### src/rtl/hdd_pkg.sv
package hdd_pkg;

    localparam int GAP_MAX_BITS   = 96;
    localparam int GAP_STEP_BITS  = 8;
    localparam int HD_FLOOR_CODE  = 4;
    localparam int GAP_W          = $clog2(GAP_MAX_BITS + 1);

    typedef logic [2:0]       ifg_code_t;
    typedef logic [GAP_W-1:0] gap_cnt_t;

    typedef struct packed {
        logic ready;
        logic carrier;
        logic full_dup;
    } tx_ctx_t;

    // Required gap in bit times; half duplex clamps the code at the floor.
    function automatic gap_cnt_t gap_bits(input ifg_code_t code, input logic full_dup);
        int eff;
        eff = int'(code);
        if (!full_dup && eff > HD_FLOOR_CODE) eff = HD_FLOOR_CODE;
        return gap_cnt_t'(GAP_MAX_BITS - GAP_STEP_BITS * eff);
    endfunction

endpackage

### src/rtl/hdd_gap_tracker.sv
module hdd_gap_tracker
    import hdd_pkg::*;
(
    input  logic      clk,
    input  logic      rst,
    input  logic      bit_tick,
    input  logic      tx_end,
    input  ifg_code_t ifg_code,
    input  logic      full_dup,
    output logic      gap_met
);
    gap_cnt_t since_end;
    gap_cnt_t need;

    always_ff @(posedge clk) begin
        if (rst)
            since_end <= gap_cnt_t'(GAP_MAX_BITS);
        else if (tx_end)
            since_end <= '0;
        else if (bit_tick && since_end < gap_cnt_t'(GAP_MAX_BITS))
            since_end <= since_end + 1'b1;
    end

    always_comb begin
        need    = gap_bits(ifg_code, full_dup);
        gap_met = (since_end >= need);
    end
endmodule

### src/rtl/hdd_defer_watch.sv
module hdd_defer_watch #(
    parameter int NORM_LIMIT  = 24288,
    parameter int JUMBO_LIMIT = 155680
) (
    input  logic clk,
    input  logic rst,
    input  logic bit_tick,
    input  logic deferring,
    input  logic chk_en,
    input  logic jumbo_en,
    input  logic restart,
    input  logic grant,
    output logic defer_abort
);
    localparam int TOP_LIMIT = (JUMBO_LIMIT > NORM_LIMIT) ? JUMBO_LIMIT : NORM_LIMIT;
    localparam int CW        = $clog2(TOP_LIMIT + 2);
    localparam logic [CW-1:0] SAT = CW'(TOP_LIMIT + 1);

    logic [CW-1:0] wait_cnt;
    logic [CW-1:0] limit;
    logic          overrun;

    always_comb begin
        limit   = jumbo_en ? CW'(JUMBO_LIMIT) : CW'(NORM_LIMIT);
        overrun = bit_tick && deferring && chk_en && !restart && (wait_cnt >= limit);
    end

    always_ff @(posedge clk) begin
        if (rst) begin
            wait_cnt    <= '0;
            defer_abort <= 1'b0;
        end else begin
            defer_abort <= overrun;
            if (restart || grant || overrun)
                wait_cnt <= '0;
            else if (bit_tick && deferring && wait_cnt < SAT)
                wait_cnt <= wait_cnt + 1'b1;
        end
    end
endmodule

### src/rtl/hd_defer_timer.sv
module hd_defer_timer
    import hdd_pkg::*;
#(
    parameter int NORM_LIMIT  = 24288,
    parameter int JUMBO_LIMIT = 155680
) (
    input  logic       clk,
    input  logic       rst,
    input  logic       bit_tick,
    input  logic       crs,
    input  logic       tx_ready,
    input  logic       tx_end,
    input  logic       backoff_restart,
    input  logic       full_duplex,
    input  logic [2:0] ifg_code,
    input  logic       defer_chk_en,
    input  logic       jumbo_en,
    output logic       tx_grant,
    output logic       defer_abort
);
    tx_ctx_t ctx;
    logic    gap_met;
    logic    deferring;

    always_comb begin
        ctx.ready    = tx_ready;
        ctx.carrier  = crs;
        ctx.full_dup = full_duplex;
        deferring    = ctx.ready && ctx.carrier && !ctx.full_dup;
        tx_grant     = ctx.ready && (ctx.full_dup || !ctx.carrier) && gap_met;
    end

    hdd_gap_tracker u_gap (
        .clk      (clk),
        .rst      (rst),
        .bit_tick (bit_tick),
        .tx_end   (tx_end),
        .ifg_code (ifg_code),
        .full_dup (full_duplex),
        .gap_met  (gap_met)
    );

    hdd_defer_watch #(
        .NORM_LIMIT  (NORM_LIMIT),
        .JUMBO_LIMIT (JUMBO_LIMIT)
    ) u_defer (
        .clk         (clk),
        .rst         (rst),
        .bit_tick    (bit_tick),
        .deferring   (deferring),
        .chk_en      (defer_chk_en),
        .jumbo_en    (jumbo_en),
        .restart     (backoff_restart),
        .grant       (tx_grant),
        .defer_abort (defer_abort)
    );
endmodule

### config.mk
export PLATFORM = sky130hd
export DESIGN_NAME = hd_defer_timer
export DESIGN_NICKNAME = d
export VERILOG_FILES = /design/src/rtl/hdd_pkg.sv /design/src/rtl/hdd_gap_tracker.sv /design/src/rtl/hdd_defer_watch.sv /design/src/rtl/hd_defer_timer.sv
export SDC_FILE = /design/constraint.sdc
export NUM_CORES = 1
export LEC_CHECK = 0
export ABC_CLOCK_PERIOD_IN_PS = 3000
export BUFFER_PORTS_ARGS = -buffer_cell sky130_fd_sc_hd__clkbuf_2
export CAP_MARGIN = 5
export CORE_MARGIN = 3
export CORE_UTILIZATION = 57
export DETAILED_ROUTE_END_ITERATION = 10
export PLACE_DENSITY = 0.77
export SLEW_MARGIN = 20
export SYNTH_ARGS = -nofsm -noshare
export SYNTH_HDL_FRONTEND = slang
export SYNTH_SLANG_ARGS = --single-unit
### constraint.sdc
create_clock -name clk -period 3 [get_ports clk]
set_input_delay 0.15 -clock clk [delete_from_list [all_inputs] [get_ports clk]]
set_output_delay 0.15 -clock clk [all_outputs]
set_load 0.01 [all_outputs]
# Word-level counts from Yosys, hierarchy flattened
# Index checks and enable logic that the tools add are counted.
dict set report totals {
  wordCells 36
  output_inout_bits 2
  in_bits 13
  reg_bits 26
}
dict set report op_classes {
  order_cmp 5
  reduce_logical 20
  add_sub_neg 3
  muxes 4
}
# op n
set op_table {}
lappend op_table {{adder 18 x 1 -> 18 bit (second input constant)} 1}
lappend op_table {{greater-or-equal comparator 18 bit} 1}
lappend op_table {{< comparator 18 bit (second input constant)} 1}
lappend op_table {{two-way mux 18 bit} 1}
lappend op_table {{two-way mux 7 bit} 2}
lappend op_table {{logical AND 1 bit} 11}
lappend op_table {{adder 7 x 1 -> 7 bit (second input constant)} 1}
lappend op_table {{greater-or-equal comparator 7 bit} 1}
lappend op_table {{< comparator 7 bit (second input constant)} 1}
lappend op_table {{subtractor 7 x 6 -> 7 bit (first input constant)} 1}
lappend op_table {{OR reduction 2 bit} 2}
lappend op_table {{greater-than comparator 3 bit (second input constant)} 1}
lappend op_table {{logical NOT 1 bit} 3}
lappend op_table {{logical OR 1 bit} 3}
lappend op_table {{two-way mux 3 bit} 1}
lappend op_table {{nonzero test 2 bit} 1}

# Depth between registers and ports, before layout
dict set report depth {
  word_depth 9
  mapped_depth 12
  depth_no_buf 10
}

# By module
# A second synthesis with hierarchy kept.
dict set report unflattened {
  cells_unflattened 199
  hier_area_um2 1675.4
}
# mod area_each_um2 cells_per_inst instances
set modules_own_cells {}
lappend modules_own_cells {hdd_defer_watch 1164.9 135 1}
lappend modules_own_cells {hdd_gap_tracker 483.0 60 1}
lappend modules_own_cells {hd_defer_timer 27.5 4 1}

# Worst setup path after synthesis
# No wires, ideal clock.
dict set report synth_timing {
  kind {input to register}
  start {input port full_duplex}
  end {register u_defer.wait_cnt[0]}
  arrival_ns 2.114
  path_slack_ns 0.758
  stages 12
  path_cell_list {nand2b_1 nand2_1 ha_1 inv_1 ha_1 and4b_1 o31ai_1 a21oi_1 a211o_1 clkbuf_1 clkbuf_1 nor2_1}
}
dict set report synth_via {
  elab_chain_len 9
}
# element line
set synth_lines {}
lappend synth_lines {{start: declaration} hd_defer_timer.sv:14} ;# input logic full_duplex,
lappend synth_lines {{logical NOT 1 bit} hdd_pkg.sv:21} ;# if (!full_dup && eff > HD_FLOOR_CODE) eff = HD_FLOOR_CODE;
lappend synth_lines {{logical AND 1 bit} hdd_pkg.sv:21}
lappend synth_lines {{two-way mux 3 bit} hdd_pkg.sv:21}
lappend synth_lines {{subtractor 7 x 6 -> 7 bit} hdd_pkg.sv:22} ;# return gap_cnt_t'(GAP_MAX_BITS - GAP_STEP_BITS * eff);
lappend synth_lines {{greater-or-equal comparator 7 bit} hdd_gap_tracker.sv:26} ;# gap_met = (since_end >= need);
lappend synth_lines {{logical AND 1 bit *} hd_defer_timer.sv:30} ;# tx_grant = ctx.ready && (ctx.full_dup || !ctx.carrier) && gap_met;
lappend synth_lines {{via tx_grant} hd_defer_timer.sv:18} ;# output logic tx_grant,
lappend synth_lines {{logical OR 1 bit * (2 in series)} hdd_defer_watch.sv:34} ;# if (restart || grant || overrun)
lappend synth_lines {{OR reduction 2 bit (no source line) *} --}
lappend synth_lines {{end signal: assignment} hdd_defer_watch.sv:37} ;# wait_cnt <= wait_cnt + 1'b1;
lappend synth_lines {{end: declaration} hdd_defer_watch.sv:19} ;# logic [CW-1:0] wait_cnt;
# The timed path passes the listed nets; every way through them passes the cells marked *.
# A chain may end at the register's enable or synchronous reset.

# Worst setup path after layout
dict set report layout_timing {
  start {register u_defer.wait_cnt[0]}
  end {register u_defer.wait_cnt[14]}
}
dict set report layout_via {
  elab_chain_len 4
}
# element line
set layout_lines {}
lappend layout_lines {{greater-or-equal comparator 18 bit} hdd_defer_watch.sv:25} ;# overrun = bit_tick && deferring && chk_en && !restart && (wait_cnt >= limit);
lappend layout_lines {{logical AND 1 bit} hdd_defer_watch.sv:25}
lappend layout_lines {{logical OR 1 bit} hdd_defer_watch.sv:34}
lappend layout_lines {{OR reduction 2 bit (no source line)} --}
# Parallel ways exist; a longest one is shown, timed or not.

==> impl_metrics.tcl <==
set metrics [dict create \
    synthCells 199 \
    synth_area_sq_um 1710 \
    firstDrtPassIters 4 \
    power_density_nw_per_um2 355 \
    worstSetupEndpointType "flop" \
    cts_max_level 1 \
    io_pins 15 \
    start_util 0.610 \
    grt.total_usage 0.212 \
    wl_per_cell_um 14.9 \
    die_h_um 60.8 \
    drt_iter0_drc 76 \
    cts.sinks 26 \
    p_comb_frac 0.096 \
    clockBufferDepth 2 \
    synth-compound-area-share 0.170 \
    clk_latency_ns 0.33 \
    synth-adder-area-share 0.132 \
    max_stage_delay_ns 0.53 \
    drc 0 \
    path_buf_inv 1 \
    path_delay_family "simple AND/OR/NAND/NOR gates" \
    fmax_mhz 391 \
    num_rows 19 \
    synth-simple-area-share 0.256 \
    place.gp.congestion 0.843 \
    leakagePower_nw 0.738 \
    finClkSkew_ns 0.00632 \
    top_usage_layer "met2" \
    switchingPower_w 0.000148 \
    critPathRequiredTime_ns 3.26 \
    use_met1 0.281 \
    synth_seq_area_share 0.304 \
    grt_use_met2 0.347 \
    synth_xor_xnor_area_share 0.0973 \
    wirelength_um 3610 \
    swShare 0.224 \
    path_max_fanout 13 \
    timing.hold.ws_ns 0.102 \
    crit_type "reg -> reg" \
    final_cell_mix "dfxtp_1 (26), nor2_1 (20), ha_1 (18), xor2_1 (14), clkbuf_2 (14)" \
    grt_pass1_vias 1357 \
    grt_pass1_wl_um 5900 \
    muxShareOfSynthArea 0.00585 \
    peakVddDrop_v 0.000239 \
    p_int_w 0.000511 \
    arrival_ns 2.82 \
    final_hold_viol_count 0 \
    rsz0062_at_grt "no" \
    power.share.clock 0.370 \
    core_area_sq_um 2810 \
    finalCritPeriodShare 0.853 \
    critPathSlowestCell "or4_1" \
    io_buffers 14 \
    yosysUniqueCellTypes 41 \
    area_growth_pct 8.34 \
    post_dp_cell_area_sq_um 1800 \
    vias_per_cell 6.28 \
    cts_hold_buf 0 \
    drv_cap 0 \
    cts_tree "built" \
    min_period_ns 2.56 \
    clk_pin_slew_worst_paths_ns 0.15 \
    cp_num_cells 7 \
    setup_viol 0 \
    mostFrequentLayoutCell "dfxtp_1" \
    async_flop_share 0 \
    fp.dieW_um 60.8 \
    path_cells "inv_1 -> ha_1 -> or4b_4 -> a211oi_4 -> o21ai_2 -> or4_1 -> a21oi_1" \
    yosysWarnings 0 \
    via_count 1527 \
    synth_edf_count 0 \
    syn_avg_cell_area_sq_um 8.59 \
    antenna_found_initial 0 \
    fin_nets 244 \
    dp.cells 239 \
    postRouteAntennaNets 0 \
    worst_setup_path_start_kind "flop" \
    tightest_slew_ns 0.605 \
    fp.dieArea_sq_um 3690 \
    diodes 0 \
    fill_cells 250 \
    cts_resized 0 \
    seq_power_share 0.534 \
    fin_tns_setup_ns 0 \
    synth-seq-cells 26 \
    hpwl_um 2800 \
    cts_buffers 3 \
    finalInstanceArea_sq_um 1850 \
    holdPathStages 2 \
    synth_top_family_by_area "simple AND/OR/NAND/NOR gates" \
    status "finished, final reports clean" \
    grt_max_degree 19 \
    hold_path_class "in -> reg" \
    grt.overflow.total 0 \
    reg2reg_depth 7 \
    grt_util_met3 0.0277 \
    max_slew_margin 0.596 \
    post_cts.repair.setup_buffers 0 \
    fin_cells 243 \
    layout-drive-gt1-share 0.118 \
    slew_viol_final 0 \
    ys.flop_type "dfxtp_1" \
    cts.root.buffer_cell "clkbuf_4" \
    syn_nets 230 \
]
-- final timing paths --
kind / slack [ns] / start / to
setup / recovery: 0.44 / u_defer.wait_cnt[0]$_SDFFE_PP0P_ / u_defer.wait_cnt[14]$_SDFFE_PP0P_
setup reg to reg: 0.44 / u_defer.wait_cnt[0]$_SDFFE_PP0P_ / u_defer.wait_cnt[14]$_SDFFE_PP0P_
hold reg to reg: 0.55 / u_defer.wait_cnt[14]$_SDFFE_PP0P_ / u_defer.wait_cnt[14]$_SDFFE_PP0P_
hold / removal: 0.10 / tx_end / u_gap.since_end[0]$_SDFFE_PP0P_
-- layer usage --
metal,up-vias,wire (um)
met2,45,1680
met3,8,157
met5,-,0
met4,0,73
li1,760,-
met1,714,1700
-- cells by family (layout without fill, tap and decap cells) --
| logic type | Yosys count | after routing |
|---|---|---|
| buffers and inverters | 16 | 29 |
| flip-flops | 26 | 26 |
| AO/OA/AOI/OAI | 40 | 40 |
| XOR/XNOR | 19 | 19 |
| multiplexers | 1 | 1 |
| AND/OR/NAND/NOR | 79 | 79 |
| adder cells (fa/ha/maj) | 18 | 18 |
-- synthesized netlist by cell type, types with 2 or more instances --
library cell  instances  share of area
nand3_1               9          0.026
nand4_1               4          0.015
nor4_1                6          0.022
o21ba_2               2          0.012
nor3_1                5          0.015
xnor2_1               5          0.026
ha_1                 18           0.13
xor2_1               14          0.072
o21ai_0               7          0.020
a211o_1               2          0.010
and4_1                5          0.026
o21bai_1              2         0.0088
o211ai_1              7          0.031
nand2_1              11          0.024
or4_1                 4          0.018
and3_1                3          0.011
dfxtp_1              26           0.30
o31ai_1               4          0.018
a21oi_1               8          0.023
inv_1                11          0.024
and4b_1               2          0.012
nor2_1               20          0.044
or2_2                 2         0.0073
clkbuf_1              4         0.0088
o2111ai_1             2          0.010
-- final cells by class --
type | instances | area (sq um) | share of cell area
clock inverters | 1 | 30.0 | 0.0162
well taps | 31 | 38.8 | 0.0209
multi-input cells | 157 | 1130 | 0.610
clock buffers | 3 | 22.5 | 0.0122
flip-flops and latches | 26 | 520 | 0.281
repair buffers | 14 | 70.1 | 0.0378
inverters | 11 | 41.3 | 0.0223
-- through the flow --
step	worst slack, ns	total power [W]	util
floorplan	0.758	0.000398	-
global placement	0.554	0.000417	0.642
detailed placement	0.483	0.000423	0.642
CTS	0.437	0.000661	0.661
global route	0.287	0.000690	0.661
finish	0.441	0.000659	0.661
-- sequential cells by signal, summed over array words and instances (netlist names) --
| register | cells |
|---|---|
| u_gap.since_end | 7 |
| u_defer.wait_cnt | 18 |
| u_defer.defer_abort | 1 |
-- power groups by stage --
| stage | clock network (W) | logic (W) | registers [W] |
|---|---|---|---|
| 2_1_floorplan | 0 | 0.0000404 | 0.000358 |
| 3_3_place_gp | 0 | 0.0000586 | 0.000359 |
| 3_5_place_dp | 0 | 0.0000637 | 0.000359 |
| 4_1_cts | 0.000245 | 0.0000638 | 0.000352 |
| 5_1_grt | 0.000265 | 0.0000727 | 0.000352 |
| 6_report | 0.000244 | 0.0000635 | 0.000352 |
No activity file was read; power rests on OpenSTA's default activity.
